**src/rtl/ceport_pkg.sv**
```systemverilog
package ceport_pkg;

  localparam int CTRL_W = 7;

  typedef enum logic [1:0] {
    XF_ADDR  = 2'd0,
    XF_WRITE = 2'd1,
    XF_READ  = 2'd2,
    XF_SKIP  = 2'd3
  } xfer_kind_e;

  typedef struct packed {
    logic [1:0] sleep;
    logic [1:0] strobe;
    logic [2:0] port;
    logic       blank;
    logic       bias_half;
  } ctrl_t;

  function automatic logic count_hits(int unsigned cnt, int unsigned need);
    return cnt == need;
  endfunction

  function automatic logic sleep_ack(logic [1:0] sleep);
    return |sleep;
  endfunction

endpackage

```
**src/rtl/ceport_sync.sv**
```systemverilog
module ceport_sync #(
  parameter int STAGES = 2,
  parameter int W      = 3
) (
  input  logic         clk,
  input  logic         rst_n,
  input  logic [W-1:0] async_i,
  output logic [W-1:0] lvl_o,
  output logic [W-1:0] rise_o,
  output logic [W-1:0] fall_o
);

  logic [STAGES:0][W-1:0] stage_q;

  always_ff @(posedge clk or negedge rst_n) begin
    if (!rst_n) stage_q <= '0;
    else        stage_q <= {stage_q[STAGES-1:0], async_i};
  end

  assign lvl_o  = stage_q[STAGES-1];
  assign rise_o = stage_q[STAGES-1] & ~stage_q[STAGES];
  assign fall_o = ~stage_q[STAGES-1] & stage_q[STAGES];

endmodule

```
**src/rtl/ceport_rx.sv**
```systemverilog
module ceport_rx
  import ceport_pkg::*;
#(
  parameter int                   FRAME_BITS = 32,
  parameter int                   ADDR_BITS  = 8,
  parameter logic [ADDR_BITS-1:0] WR_ADDR    = 'h42,
  parameter logic [ADDR_BITS-1:0] RD_ADDR    = 'h43
) (
  input  logic                  clk,
  input  logic                  rst_n,
  input  logic                  ce_lvl_i,
  input  logic                  ce_rise_i,
  input  logic                  ce_fall_i,
  input  logic                  cl_rise_i,
  input  logic                  di_lvl_i,
  output logic [FRAME_BITS-1:0] frame_o,
  output logic                  frame_ok_o,
  output logic                  rd_start_o,
  output logic                  rd_shift_o,
  output logic                  rd_end_o,
  output logic                  in_rd_o
);

  localparam int ACW = $clog2(ADDR_BITS + 1);
  localparam int DCW = $clog2(FRAME_BITS + 2);

  logic [ADDR_BITS-1:0]  addr_sr;
  logic [ADDR_BITS-1:0]  next_addr;
  logic [FRAME_BITS-1:0] frame_sr;
  logic [ACW-1:0]        addr_cnt;
  logic [DCW-1:0]        data_cnt;
  xfer_kind_e            kind_q;
  xfer_kind_e            next_kind;
  logic                  bit_clk;
  logic                  addr_last;

  function automatic xfer_kind_e decode_addr(logic [ADDR_BITS-1:0] a);
    if (a == WR_ADDR) return XF_WRITE;
    if (a == RD_ADDR) return XF_READ;
    return XF_SKIP;
  endfunction

  assign bit_clk   = ce_lvl_i && cl_rise_i;
  assign next_addr = {di_lvl_i, addr_sr[ADDR_BITS-1:1]};
  assign next_kind = decode_addr(next_addr);
  assign addr_last = bit_clk && (kind_q == XF_ADDR) &&
                     (int'(addr_cnt) == ADDR_BITS - 1);

  always_ff @(posedge clk or negedge rst_n) begin
    if (!rst_n) begin
      kind_q   <= XF_ADDR;
      addr_cnt <= '0;
      data_cnt <= '0;
    end else if (ce_rise_i) begin
      kind_q   <= XF_ADDR;
      addr_cnt <= '0;
      data_cnt <= '0;
    end else if (ce_fall_i) begin
      kind_q <= XF_ADDR;
    end else if (bit_clk) begin
      case (kind_q)
        XF_ADDR: begin
          addr_cnt <= addr_cnt + 1'b1;
          if (addr_last) kind_q <= next_kind;
        end
        XF_WRITE: begin
          if (int'(data_cnt) <= FRAME_BITS) data_cnt <= data_cnt + 1'b1;
        end
        default: ;
      endcase
    end
  end

  // shift registers carry no reset
  always_ff @(posedge clk) begin
    if (bit_clk && kind_q == XF_ADDR)  addr_sr  <= next_addr;
    if (bit_clk && kind_q == XF_WRITE) frame_sr <= {di_lvl_i, frame_sr[FRAME_BITS-1:1]};
  end

  assign frame_o    = frame_sr;
  assign frame_ok_o = ce_fall_i && (kind_q == XF_WRITE) &&
                      count_hits(int'(data_cnt), FRAME_BITS);
  assign rd_start_o = addr_last && (next_kind == XF_READ);
  assign rd_shift_o = bit_clk && (kind_q == XF_READ);
  assign rd_end_o   = ce_fall_i && (kind_q == XF_READ);
  assign in_rd_o    = (kind_q == XF_READ);

  // every transfer starts counting data bits from zero
  p_ce_rise_clears_r4: assert property (@(posedge clk) disable iff (!rst_n)
    ce_rise_i |=> (data_cnt == '0));

endmodule

```
**src/rtl/ceport_regs.sv**
```systemverilog
module ceport_regs
  import ceport_pkg::*;
#(
  parameter int HALF = 24,
  localparam int FB  = HALF + CTRL_W + 1
) (
  input  logic            clk,
  input  logic            rst_n,
  input  logic [FB-1:0]   frame_i,
  input  logic            frame_ok_i,
  output logic [2*HALF-1:0] disp_o,
  output ctrl_t           ctrl_o,
  output logic            sys_rst_o
);

  logic              frame_dir;
  logic [CTRL_W-1:0] ctrl_a_q;
  logic [1:0]        ctrl_b_q;
  logic [1:0]        got_q;
  logic [1:0]        got_next;
  logic              sys_rst_q;

  assign frame_dir = frame_i[FB-1];

  for (genvar h = 0; h < 2; h++) begin : g_half
    logic [HALF-1:0] half_q;
    always_ff @(posedge clk) begin
      if (frame_ok_i && (int'(frame_dir) == h)) half_q <= frame_i[HALF-1:0];
    end
    assign disp_o[h*HALF +: HALF] = half_q;
  end

  always_ff @(posedge clk) begin
    if (frame_ok_i && !frame_dir) ctrl_a_q <= frame_i[HALF +: CTRL_W];
    if (frame_ok_i &&  frame_dir) ctrl_b_q <= frame_i[HALF +: 2];
  end

  always_comb begin
    ctrl_o.sleep     = ctrl_a_q[1:0];
    ctrl_o.strobe    = ctrl_a_q[3:2];
    ctrl_o.port      = ctrl_a_q[6:4];
    ctrl_o.blank     = ctrl_b_q[0];
    ctrl_o.bias_half = ctrl_b_q[1];
  end

  assign got_next = got_q | (frame_dir ? 2'b10 : 2'b01);

  always_ff @(posedge clk or negedge rst_n) begin
    if (!rst_n) begin
      got_q     <= 2'b00;
      sys_rst_q <= 1'b1;
    end else if (frame_ok_i) begin
      got_q <= got_next;
      if (got_next == 2'b11) sys_rst_q <= 1'b0;
    end
  end

  assign sys_rst_o = sys_rst_q;

  // display bits move only after an accepted frame
  p_disp_on_frame_r2: assert property (@(posedge clk) disable iff (!rst_n)
    !$stable(disp_o) |-> $past(frame_ok_i));

  // reset is released only by an accepted frame
  p_release_on_frame_r5: assert property (@(posedge clk) disable iff (!rst_n)
    $fell(sys_rst_q) |-> $past(frame_ok_i));

endmodule

```
**src/rtl/ceport_keyrd.sv**
```systemverilog
module ceport_keyrd #(
  parameter int KEY_BITS = 20
) (
  input  logic                clk,
  input  logic                rst_n,
  input  logic                sys_rst_i,
  input  logic                key_load_i,
  input  logic [KEY_BITS-1:0] key_code_i,
  input  logic                sa_i,
  input  logic                rd_start_i,
  input  logic                rd_shift_i,
  input  logic                rd_end_i,
  output logic                req_o,
  output logic                out_bit_o,
  output logic                stale_o
);

  localparam int OUT_W = KEY_BITS + 1;

  logic [KEY_BITS-1:0] key_buf_q;
  logic [OUT_W-1:0]    out_sr_q;
  logic                req_q;
  logic                stale_q;

  always_ff @(posedge clk or negedge rst_n) begin
    if (!rst_n) begin
      key_buf_q <= '0;
      req_q     <= 1'b0;
    end else if (sys_rst_i) begin
      key_buf_q <= '0;
      req_q     <= 1'b0;
    end else if (key_load_i) begin
      key_buf_q <= key_code_i;
      req_q     <= 1'b1;
    end else if (rd_end_i) begin
      req_q <= 1'b0;
    end
  end

  always_ff @(posedge clk or negedge rst_n) begin
    if (!rst_n) begin
      out_sr_q <= '1;
      stale_q  <= 1'b0;
    end else if (rd_start_i) begin
      out_sr_q <= {sa_i, key_buf_q};
      stale_q  <= !req_q;
    end else if (rd_shift_i) begin
      out_sr_q <= {1'b0, out_sr_q[OUT_W-1:1]};
    end
  end

  assign req_o     = req_q;
  assign out_bit_o = out_sr_q[0];
  assign stale_o   = stale_q;

  // no request survives a cycle of system reset
  p_no_req_in_reset_r6: assert property (@(posedge clk) disable iff (!rst_n)
    sys_rst_i |=> !req_q);

  // a request is withdrawn only by the end of a read (or reset)
  p_req_drop_on_read_r9: assert property (@(posedge clk) disable iff (!rst_n)
    $fell(req_q) |-> $past(rd_end_i || sys_rst_i));

  // stale flag changes only at the start of a read data phase
  p_stale_at_start_r10: assert property (@(posedge clk) disable iff (!rst_n)
    !$stable(stale_q) |-> $past(rd_start_i));

endmodule

```
**src/rtl/ce_serial_port.sv**
```systemverilog
module ce_serial_port
  import ceport_pkg::*;
#(
  parameter int                   DISP_BITS   = 48,
  parameter int                   KEY_BITS    = 20,
  parameter int                   SYNC_STAGES = 2,
  parameter int                   ADDR_BITS   = 8,
  parameter logic [ADDR_BITS-1:0] WR_ADDR     = 'h42,
  parameter logic [ADDR_BITS-1:0] RD_ADDR     = 'h43
) (
  input  logic                 clk,
  input  logic                 rst_n,
  input  logic                 ce_i,
  input  logic                 cl_i,
  input  logic                 di_i,
  input  logic                 key_load_i,
  input  logic [KEY_BITS-1:0]  key_code_i,
  output logic                 do_o,
  output logic                 sys_rst_o,
  output logic [DISP_BITS-1:0] disp_o,
  output logic [1:0]           sleep_o,
  output logic [1:0]           strobe_o,
  output logic [2:0]           port_o,
  output logic                 blank_o,
  output logic                 bias_half_o,
  output logic                 read_stale_o
);

  localparam int HALF       = DISP_BITS / 2;
  localparam int FRAME_BITS = HALF + CTRL_W + 1;

  logic [2:0] s_lvl, s_rise, s_fall;
  logic       ce_lvl, ce_rise, ce_fall, cl_rise, di_lvl;
  logic       unused_sync_edges;

  logic [FRAME_BITS-1:0] frame;
  logic  frame_ok, rd_start, rd_shift, rd_end, in_rd;
  logic  sys_rst, req_pend, out_bit, stale;
  ctrl_t ctrl;

  ceport_sync #(.STAGES(SYNC_STAGES), .W(3)) u_sync (
    .clk    (clk),
    .rst_n  (rst_n),
    .async_i({di_i, cl_i, ce_i}),
    .lvl_o  (s_lvl),
    .rise_o (s_rise),
    .fall_o (s_fall)
  );

  assign ce_lvl  = s_lvl[0];
  assign ce_rise = s_rise[0];
  assign ce_fall = s_fall[0];
  assign cl_rise = s_rise[1];
  assign di_lvl  = s_lvl[2];
  assign unused_sync_edges = ^{s_lvl[1], s_fall[2:1], s_rise[2]};

  ceport_rx #(
    .FRAME_BITS(FRAME_BITS),
    .ADDR_BITS (ADDR_BITS),
    .WR_ADDR   (WR_ADDR),
    .RD_ADDR   (RD_ADDR)
  ) u_rx (
    .clk       (clk),
    .rst_n     (rst_n),
    .ce_lvl_i  (ce_lvl),
    .ce_rise_i (ce_rise),
    .ce_fall_i (ce_fall),
    .cl_rise_i (cl_rise),
    .di_lvl_i  (di_lvl),
    .frame_o   (frame),
    .frame_ok_o(frame_ok),
    .rd_start_o(rd_start),
    .rd_shift_o(rd_shift),
    .rd_end_o  (rd_end),
    .in_rd_o   (in_rd)
  );

  ceport_regs #(.HALF(HALF)) u_regs (
    .clk       (clk),
    .rst_n     (rst_n),
    .frame_i   (frame),
    .frame_ok_i(frame_ok),
    .disp_o    (disp_o),
    .ctrl_o    (ctrl),
    .sys_rst_o (sys_rst)
  );

  ceport_keyrd #(.KEY_BITS(KEY_BITS)) u_keyrd (
    .clk       (clk),
    .rst_n     (rst_n),
    .sys_rst_i (sys_rst),
    .key_load_i(key_load_i),
    .key_code_i(key_code_i),
    .sa_i      (sleep_ack(ctrl.sleep)),
    .rd_start_i(rd_start),
    .rd_shift_i(rd_shift),
    .rd_end_i  (rd_end),
    .req_o     (req_pend),
    .out_bit_o (out_bit),
    .stale_o   (stale)
  );

  always_comb begin
    if (sys_rst)     do_o = 1'b1;
    else if (ce_lvl) do_o = in_rd ? out_bit : 1'b1;
    else             do_o = ~req_pend;
  end

  assign sys_rst_o    = sys_rst;
  assign sleep_o      = ctrl.sleep;
  assign strobe_o     = ctrl.strobe;
  assign port_o       = ctrl.port;
  assign blank_o      = ctrl.blank;
  assign bias_half_o  = ctrl.bias_half;
  assign read_stale_o = stale;

endmodule

```
**config.mk**
```make
export PLATFORM = sky130hd
export DESIGN_NAME = ce_serial_port
export DESIGN_NICKNAME = d
export VERILOG_FILES = /design/src/rtl/ceport_pkg.sv /design/src/rtl/ceport_sync.sv /design/src/rtl/ceport_rx.sv /design/src/rtl/ceport_regs.sv /design/src/rtl/ceport_keyrd.sv /design/src/rtl/ce_serial_port.sv
export SDC_FILE = /design/constraint.sdc
export NUM_CORES = 1
export LEC_CHECK = 0
export BUFFER_PORTS_ARGS = -buffer_cell sky130_fd_sc_hd__buf_2
export CAP_MARGIN = 25
export CORE_UTILIZATION = 56
export DETAILED_ROUTE_END_ITERATION = 7
export HOLD_SLACK_MARGIN = 0.06
export PLACE_DENSITY = 0.78
export SLEW_MARGIN = 20
export SYNTH_ARGS = -nofsm -noshare
export SYNTH_HDL_FRONTEND = slang
export SYNTH_HIERARCHICAL = 1
export SYNTH_SLANG_ARGS = --single-unit
```
**constraint.sdc**
```tcl
create_clock -name clk -period 4.8 [get_ports clk]
set_clock_uncertainty 0.15 [all_clocks]
set_input_delay 0.96 -clock clk [delete_from_list [all_inputs] [get_ports clk]]
set_output_delay 0.96 -clock clk [all_outputs]
set_load 0.05 [all_outputs]
```
# [Word-level counts from Yosys, hierarchy flattened]
# Index checks and enable logic that the tools add are counted.
[classes] n_addsub=2 n_lt_le_gt_ge=1 eq_ne=9 n_mux=32 n_bitwise=7 reduce_logical=30
[ops] operator="$mux W21" count=2
[ops] operator="$mux W20" count=2
[ops] operator="$mux W6" count=5
[ops] operator="$mux W2" count=10
[ops] operator="$eq A8 B7 Y1 const B" count=2
[ops] operator="$mux W4" count=4
[ops] operator="$logic_and A1 B1 Y1" count=12
[ops] operator="$reduce_bool A2 Y1" count=6
[ops] operator="$reduce_bool A3 Y1" count=4
[ops] operator="$mux W1" count=9
[ops] operator="$add A6 B1 Y6 const B" count=1
[ops] operator="$eq A2 B2 Y1 const B" count=3
[ops] operator="$eq A6 B6 Y1 const B" count=1
[ops] operator="$le A6 B6 Y1 const B" count=1
[ops] operator="$reduce_and A3 Y1" count=2
[ops] operator="$add A4 B1 Y4 const B" count=1
[ops] operator="$eq A4 B4 Y1 const B" count=1
[ops] operator="$reduce_and A4 Y1" count=1
[ops] operator="$not A1 Y1" count=3
[ops] operator="$and A2 B2 Y2" count=1
[ops] operator="$eq A2 B1 Y1 const B" count=1
[ops] operator="$logic_not A1 Y1" count=2
[ops] operator="$logic_not A2 Y1" count=1
[ops] operator="$ne A2 B2 Y1 const B" count=1
[ops] operator="5 further kinds" count=5
[word_totals] register_bits=163 input_bits=26 out_inout_bits=60 word_cells=99

# [Depth between registers and ports, before layout]
# Gate-level depths: netlist (run 1).
[logic_depth] depth_word=10 ltp_mapped=8 depth_no_buf=6

# [Modules after synthesis]
# The synthesis (run 1) kept the hierarchy.
[by_module_without_submodules] module="ceport_keyrd" instances=1 cells_per_inst=164 area_per_inst_um2=1914.3 seq_area_each_um2=1102.3
[by_module_without_submodules] module="ceport_rx" instances=1 cells_per_inst=113 area_per_inst_um2=1908.1 seq_area_each_um2=1471.4
[by_module_without_submodules] module="ceport_regs" instances=1 cells_per_inst=66 area_per_inst_um2=1839.3 seq_area_each_um2=1788.0
[by_module_without_submodules] module="ceport_sync" instances=1 cells_per_inst=18 area_per_inst_um2=300.3 seq_area_each_um2=225.2
[by_module_without_submodules] module="ce_serial_port" instances=1 cells_per_inst=4 area_per_inst_um2=27.5 seq_area_each_um2=0.0

# [Worst setup path after synthesis (run 1)]
# No wires, ideal clock.
[synth_path] path_kind="register -> register" from="register u_rx.data_cnt[0]" to="register u_regs.ctrl_a_q[0], enable pin" setup_time_ps=423 arrival_ps=2743 t_required_ps=4227 slack_ps=1484 stages_incl_launch_ff=6 period_less_slack_ps=3316 path_cell_list="dfrtp_1 inv_1 ha_1 or4b_4 nor2_1 nor2b_1"
[synth_between] elab_chain_len=3
[synth_rtl] element="from (decl)" line="ceport_rx.sv:31" rtl="logic [DCW-1:0] data_cnt;"
[synth_rtl] element="$eq A6 B6 Y1" line="ceport_pkg.sv:21" rtl="return cnt == need;"
[synth_rtl] element="$logic_and A1 B1 Y1" line="ceport_rx.sv:81" rtl="assign frame_ok_o = ce_fall_i && (kind_q == XF_WRITE) &&"
[synth_rtl] element="net frame_ok" line="ce_serial_port.sv:37" rtl="logic frame_ok, rd_start, rd_shift, rd_end, in_rd;"
[synth_rtl] element="$logic_and A1 B1 Y1" line="ceport_regs.sv:34" rtl="if (frame_ok_i && !frame_dir) ctrl_a_q <= frame_i[HALF +: CTRL_W];"
[synth_rtl] element="to (signal assigned)" line="ceport_regs.sv:34"
[synth_rtl] element="to (decl)" line="ceport_regs.sv:17" rtl="logic [CTRL_W-1:0] ctrl_a_q;"
# The timed path passes the listed nets, and every way through them passes these cells.
# A chain may end at the register's enable or synchronous reset.

# [Final worst setup path (run 1)]
[layout_path] from="register u_regs.sys_rst_q (netlist: u_regs/sys_rst_o)" to="output do_o"
[layout_between] elab_chain_len=1
[layout_rtl] element="from (decl)" line="ceport_regs.sv:21" rtl="logic sys_rst_q;"
[layout_rtl] element="from (signal assigned)" line="ceport_regs.sv:51" rtl="sys_rst_q <= 1'b1;"
[layout_rtl] element="from (signal assigned)" line="ceport_regs.sv:54" rtl="if (got_next == 2'b11) sys_rst_q <= 1'b0;"
[layout_rtl] element="$mux W1" line="ce_serial_port.sv:104" rtl="if (sys_rst) do_o = 1'b1;"
[layout_rtl] element="to (decl)" line="ce_serial_port.sv:18" rtl="output logic do_o,"
# Every way passes these cells.

==> metrics.yaml, run 1 <==
status: "finished, final reports clean"
yosys_warnings: 6
final.setup.tns_ns: 0
drt_iter0_markers: 194
start_kind: "flop"
power.internal_mw: 2.28
synth.avg_cell_area_um2: 16.5
hold_ws_ns: 0.202
postCtsHoldBufs: 0
worst_ep_arrival_time_ns: 1.93
synthToLayoutAreaGrowth_pct: 18.4
diodes: 0
worstSkewPairLatency_ns: 0.51
drc: 0
htreeDepth: 4
min_period_over_period: 0.634
grt.met2_usage: 0.298
tightestPinTransition_ns: 0.925
clkPwrFrac: 0.458
slew_headroom: 0.382
cpMaxStageDelayCell: "dfstp_2"
synth_area_um2: 5930
syn_nets: 389
io_buffer_count: 85
power_density_nw_per_um2: 411
hp-start: "u_sync/stage_q[0]"
netlist_instances: 360
dpl.hpwl_mm: 6.05
postLayoutCoreUtil: 0.683
p_comb_frac: 0.021
cp_cell_sequence: "nor4bb_1 -> nor2_1 -> buf_2"
grtUsageTotal: 0.189
met1_usage: 0.254
critPathMaxStageDelay_ns: 0.83
met3_usage: 0.0568
routabilityCongestion: 0.743
drt-vias-per-instance: 5.23
avgRoutedWirePerCell_um: 15.8
end_kind: "primary output"
worst_ep_required_time_ns: 3.69
timing.rr.start: "u_sync/stage_q[7]"
setup_viol: 0
initial_core_util: 0.577
crit_cells: 3
r2r_cells: 7
cts_tree: "built"
vias: 3142
critPathKind: "reg2out"
grt_pass1_vias: 3105
cap_violations: 0
crit_buf_inv: 1
nets: 481
cts_buffers: 17
drt_first_pass_iters: 4
overflow: 0
hold_depth: 0
row_count: 37
routed_wl_mm: 9.49
rsz0062_at_grt: "false"
dieArea_um2: 11000
fin_crit_ns: 3.04
busiest_layer: "met2"
p_sw_frac: 0.211
core_area_um2: 10300
ctsLongestPathBuffers: 2
vdd_drop_max_mv: 0.271
grt_max_degree: 47
num_io_pins: 86
drive_gt1_frac: 0.333
critPathMaxFanout: 25
cts.repair.resized: 0
root_buffer: "clkbuf_8"
critPathLaunch: "u_regs/sys_rst_o"
cellLeakagePower_nw: 2.75
critical_path.top_delay_family: "flip-flops"
die-width_um: 105
clk_pin_slew_ns: 0.07
p_switching_uw: 610
min_path_type: "reg2reg"
ant_nets: 0
antenna_found_initial: 0
chipHeight_um: 105
cts.sinks: 162
finalMaxSlewViolations: 0
seqPwrFrac: 0.522
finalHoldViolCount: 0
grt_pass1_wl_mm: 15.4
postCtsSetupRepairBufs: 0
total_power_mw: 2.89
max_freq_mhz: 329
## state kept, by name (all words and copies together) (netlist names)
name                  count
u_rx/data_cnt             6
u_keyrd/out_sr_q         21
u_rx/addr_cnt             4
u_keyrd/req_o             1
u_regs/ctrl_a_q           7
u_rx/addr_sr              7
u_keyrd/key_buf_q        20
u_regs/ctrl_b_q           2
u_rx/frame_o             32
u_sync/stage_q            5
u_rx/kind_q               2
u_regs/sys_rst_o          1
u_sync/lvl_o              3
u_regs/g_half.half_q     48
u_regs/got_q              2
u_keyrd/stale_o           1
## metrics by stage
step / cells / worst slack, ns / cell area [µm²]
after global routing: 601 / 1.63 / 7020
after floorplan: 360 / 1.48 / 5930
after detailed placement: 569 / 2.06 / 6430
after global placement: 569 / 2.17 / 6430
after CTS: 601 / 1.72 / 7020
final: 601 / 1.76 / 7020
## worst paths after layout
path	to	slack, ns
worst max-delay path	do_o	1.76
worst min-delay path	u_sync/lvl_o[0]	0.20
worst max register to register	u_keyrd/out_sr_q[13]	2.06
worst min register to register	u_sync/lvl_o[0]	0.20
max in group asynchronous	u_keyrd/out_sr_q[15]	3.33
min in group asynchronous	u_sync/stage_q[6]	0.25
## cells in the final DEF (no fill, tap or decap), types with 2 or more instances in the layout
master	instances
and2_1	2
o21ai_0	4
nand2_1	24
nor2_1	34
dfrtp_1	44
clkbuf_16	16
and3_1	2
nor3_1	3
and2b_2	3
a21oi_1	3
edfxtp_1	96
bufinv_16	2
nand3_1	2
buf_2	85
o21ai_1	18
or2_1	2
ha_1	3
inv_6	7
nand4bb_1	2
nor3b_1	2
buf_4	5
inv_1	7
nor4_1	3
xnor2_1	6
inv_8	3
nand2b_1	3
dfstp_2	22
mux2i_1	42
## cell type report
| cell class | instances | area, µm² |
|---|---|---|
| flip-flops and latches | 162 | 4560 |
| repair buffers | 90 | 463 |
| inverters | 7 | 26.3 |
| clock buffers | 18 | 418 |
| clock inverters | 14 | 169 |
| well taps | 136 | 170 |
| multi-input cells | 174 | 1210 |
| fillers | 705 | 3260 |
## layer usage
| layer | wire [µm] | vias up |
|---|---|---|
| met2 | 4750 | 95 |
| li1 | - | 1487 |
| met4 | 44 | 0 |
| met5 | 0 | - |
| met3 | 469 | 4 |
| met1 | 4220 | 1556 |
## power groups by stage
stage	clock (mW)	sequential [mW]	combinational, mW
final	1.32	1.51	0.0602
after global routing	1.41	1.51	0.0693
after CTS	1.35	1.51	0.0620
after detailed placement	0	1.53	0.0615
after global placement	0	1.53	0.0583
after floorplan	0	1.53	0.0376
Power figures use the tool's default switching activity.
==> inputs of run 2 (changes only) <==
Settings changed: CORE_UTILIZATION 56 to 51, PLACE_DENSITY 0.78 to 0.75.
Clock period 4.8 ns to 2.8 ns, I/O delays scaled along.
==> run 2 against run 1 <==
Flip-flop and latch count unchanged; largest cell class unchanged; hold slack worse by 0.11 ns; via count down 1.1%; clock-buffer cell count down 1.
==> metrics.yaml, run 2 (same netlist as run 1, synthesis figures left out) <==
io_buffer_count: 85  # unchanged
initial_core_util: 0.522  # was 0.577
multi_input_area_um2: 1210  # about the same
worstSkewPairLatency_ns: 0.41  # was 0.51 ns
finalMaxSlewViolations: 0  # unchanged
vias: 3107  # was 3142
grt_pass1_vias: 2981  # was 3105
drt-vias-per-instance: 5.09  # was 5.23
cellLeakagePower_nw: 2.75  # about the same
dpl.hpwl_mm: 5.98  # was 6.05 mm
rsz0062_at_grt: "false"  # unchanged
synthToLayoutAreaGrowth_pct: 18.8  # was 18.4%
num_io_pins: 86  # unchanged
slew_headroom: 0.577  # was 0.382
cts_tree: "built"  # unchanged
seq_area_um2: 4560  # unchanged
avgRoutedWirePerCell_um: 15.7  # was 15.8 µm
mostFrequentLayoutCells: "edfxtp_1 (96), buf_2 (85), dfrtp_1 (44)"  # unchanged
cts_buffers: 17  # unchanged
hold_ws_ns: 0.0952  # was 0.202 ns
ant_nets: 0  # unchanged
vdd_drop_max_mv: 0.394  # was 0.271 mV
cap_violations: 0  # unchanged
htreeDepth: 4  # unchanged
core_area_um2: 11400  # was 10300 µm²
die-width_um: 110  # was 105 µm
drt_iter0_markers: 218  # was 194
cts.sinks: 162  # unchanged
grtUsageTotal: 0.174  # was 0.189
start_kind: "flop"  # unchanged
final.setup.tns_ns: 0  # unchanged
overflow: 0  # unchanged
grt_max_degree: 67  # was 47
chipHeight_um: 110  # was 105 µm
drt_first_pass_iters: 4  # unchanged
fin_area_um2: 7050  # was 7020 µm²
drive_gt1_frac: 0.335  # was 0.333
antenna_found_initial: 0  # unchanged
critPathMaxFanout: 3  # was 25
drc: 0  # unchanged
top_register: "u_regs/g_half.half_q"  # unchanged
root_buffer: "clkbuf_16"  # was clkbuf_8
routed_wl_mm: 9.59  # was 9.49 mm
largest_reg_flops: 48  # unchanged
routabilityCongestion: 0.774  # was 0.743
final.fill_count: 832  # was 705
setup_viol: 0  # unchanged
tightestPinTransition_ns: 0.634  # was 0.925 ns
pre_cts_ws_ns: 0.456  # was 2.06 ns
row_count: 39  # was 37
ctsLongestPathBuffers: 2  # unchanged
diodes: 0  # unchanged
dieArea_um2: 12100  # was 11000 µm²
power_density_nw_per_um2: 681  # was 411 nW/µm²
fin_crit_ns: 2.39
status: "finished, final reports clean"  # unchanged
postCtsSetupRepairBufs: 0  # unchanged
layout_commonest_cell: "edfxtp_1"  # unchanged
worst_ep_arrival_time_ns: 1.68  # was 1.93 ns
worst_ep_required_time_ns: 2.09  # was 3.69 ns
post_dp_cell_area_um2: 6490  # was 6430 µm²
end_kind: "primary output"  # unchanged
clk_pin_slew_ns: 0.07  # about the same
max_freq_mhz: 418
grt_pass1_wl_mm: 15.0  # was 15.4 mm
nets: 484  # was 481
min_period_over_period: 0.855
finalHoldViolCount: 0  # unchanged
min_path_type: "in2reg"  # was reg2reg
critPathKind: "reg2out"  # unchanged
layout_setup_ws_ns: 0.406  # was 1.76 ns
run 2: cell count changes in the layout (fill, tap and decap cells not counted), moves of 2 or more:
cell,before,now
buf_12,0,3
bufinv_16,2,0
inv_8,3,1
clkinv_4,1,4
run 2: final cells by class:
| type | count | area share |
|---|---|---|
| Clock buffer | 17 | 0.0604 |
| Clock inverter | 15 | 0.0170 |
| Inverter | 7 | 0.00373 |
| Multi-Input combinational cell | 174 | 0.172 |
| Sequential cell | 162 | 0.647 |
| Tap cell | 143 | 0.0254 |
| Timing Repair Buffer | 93 | 0.0746 |
run 2: path summary, 6_finish.rpt:
| kind | from | end | slack, ns | depth (start not counted) |
|---|---|---|---|---|
| worst max-delay path | u_rx/kind_q[1] | do_o | 0.41 | 5 |
| worst min-delay path | di_i | u_sync/stage_q[2] | 0.1 | 1 |
| worst max register to register | u_rx/data_cnt[0] | u_regs/g_half[1].half_q[1] | 0.46 | 6 |
| worst min register to register | u_sync/stage_q[1] | u_sync/lvl_o[1] | 0.20 | 0 |
| max in group asynchronous | rst_n | u_keyrd/out_sr_q[4] | 1.65 | 3 |
| min in group asynchronous | rst_n | u_keyrd/key_buf_q[16] | 0.54 | 3 |
run 2: per-stage QoR:
step                instances  power [mW]  utilization
finish                    611        4.80        0.620
global route              611        4.97        0.620
CTS                       611        4.84        0.620
detailed placement        578        2.73        0.571
global placement          578        2.73        0.571
floorplan                 360        2.68            -
run 2: metal layers:
metal  track usage  up-vias  part of all wire
met5             0        -                 0
met1         0.233     1537              0.46
li1              -     1486                 -
met3        0.0658        9             0.046
met4        0.0705        0             0.011
met2         0.254       75              0.48
run 2: power breakdown:
part           leakage (nW)  switching [mW]  internal, mW
clock network         0.269           0.960          1.15
logic                 0.847          0.0621        0.0447
registers              1.64          0.0238          2.55
total                  2.75            1.05          3.75
run 2: worst max-delay path, stage by stage (launching register included):
cell	delay, ns
dfrtp_1	0.37
inv_1	0.09
nor2_1	0.18
nor4bb_1	0.30
nor2_1	0.11
buf_2	0.22
run 2: timing repair:
item,4_1_cts,5_1_grt
hold buffers,1,0
endpoints found under the hold margin,44,0
resized for setup,0,0
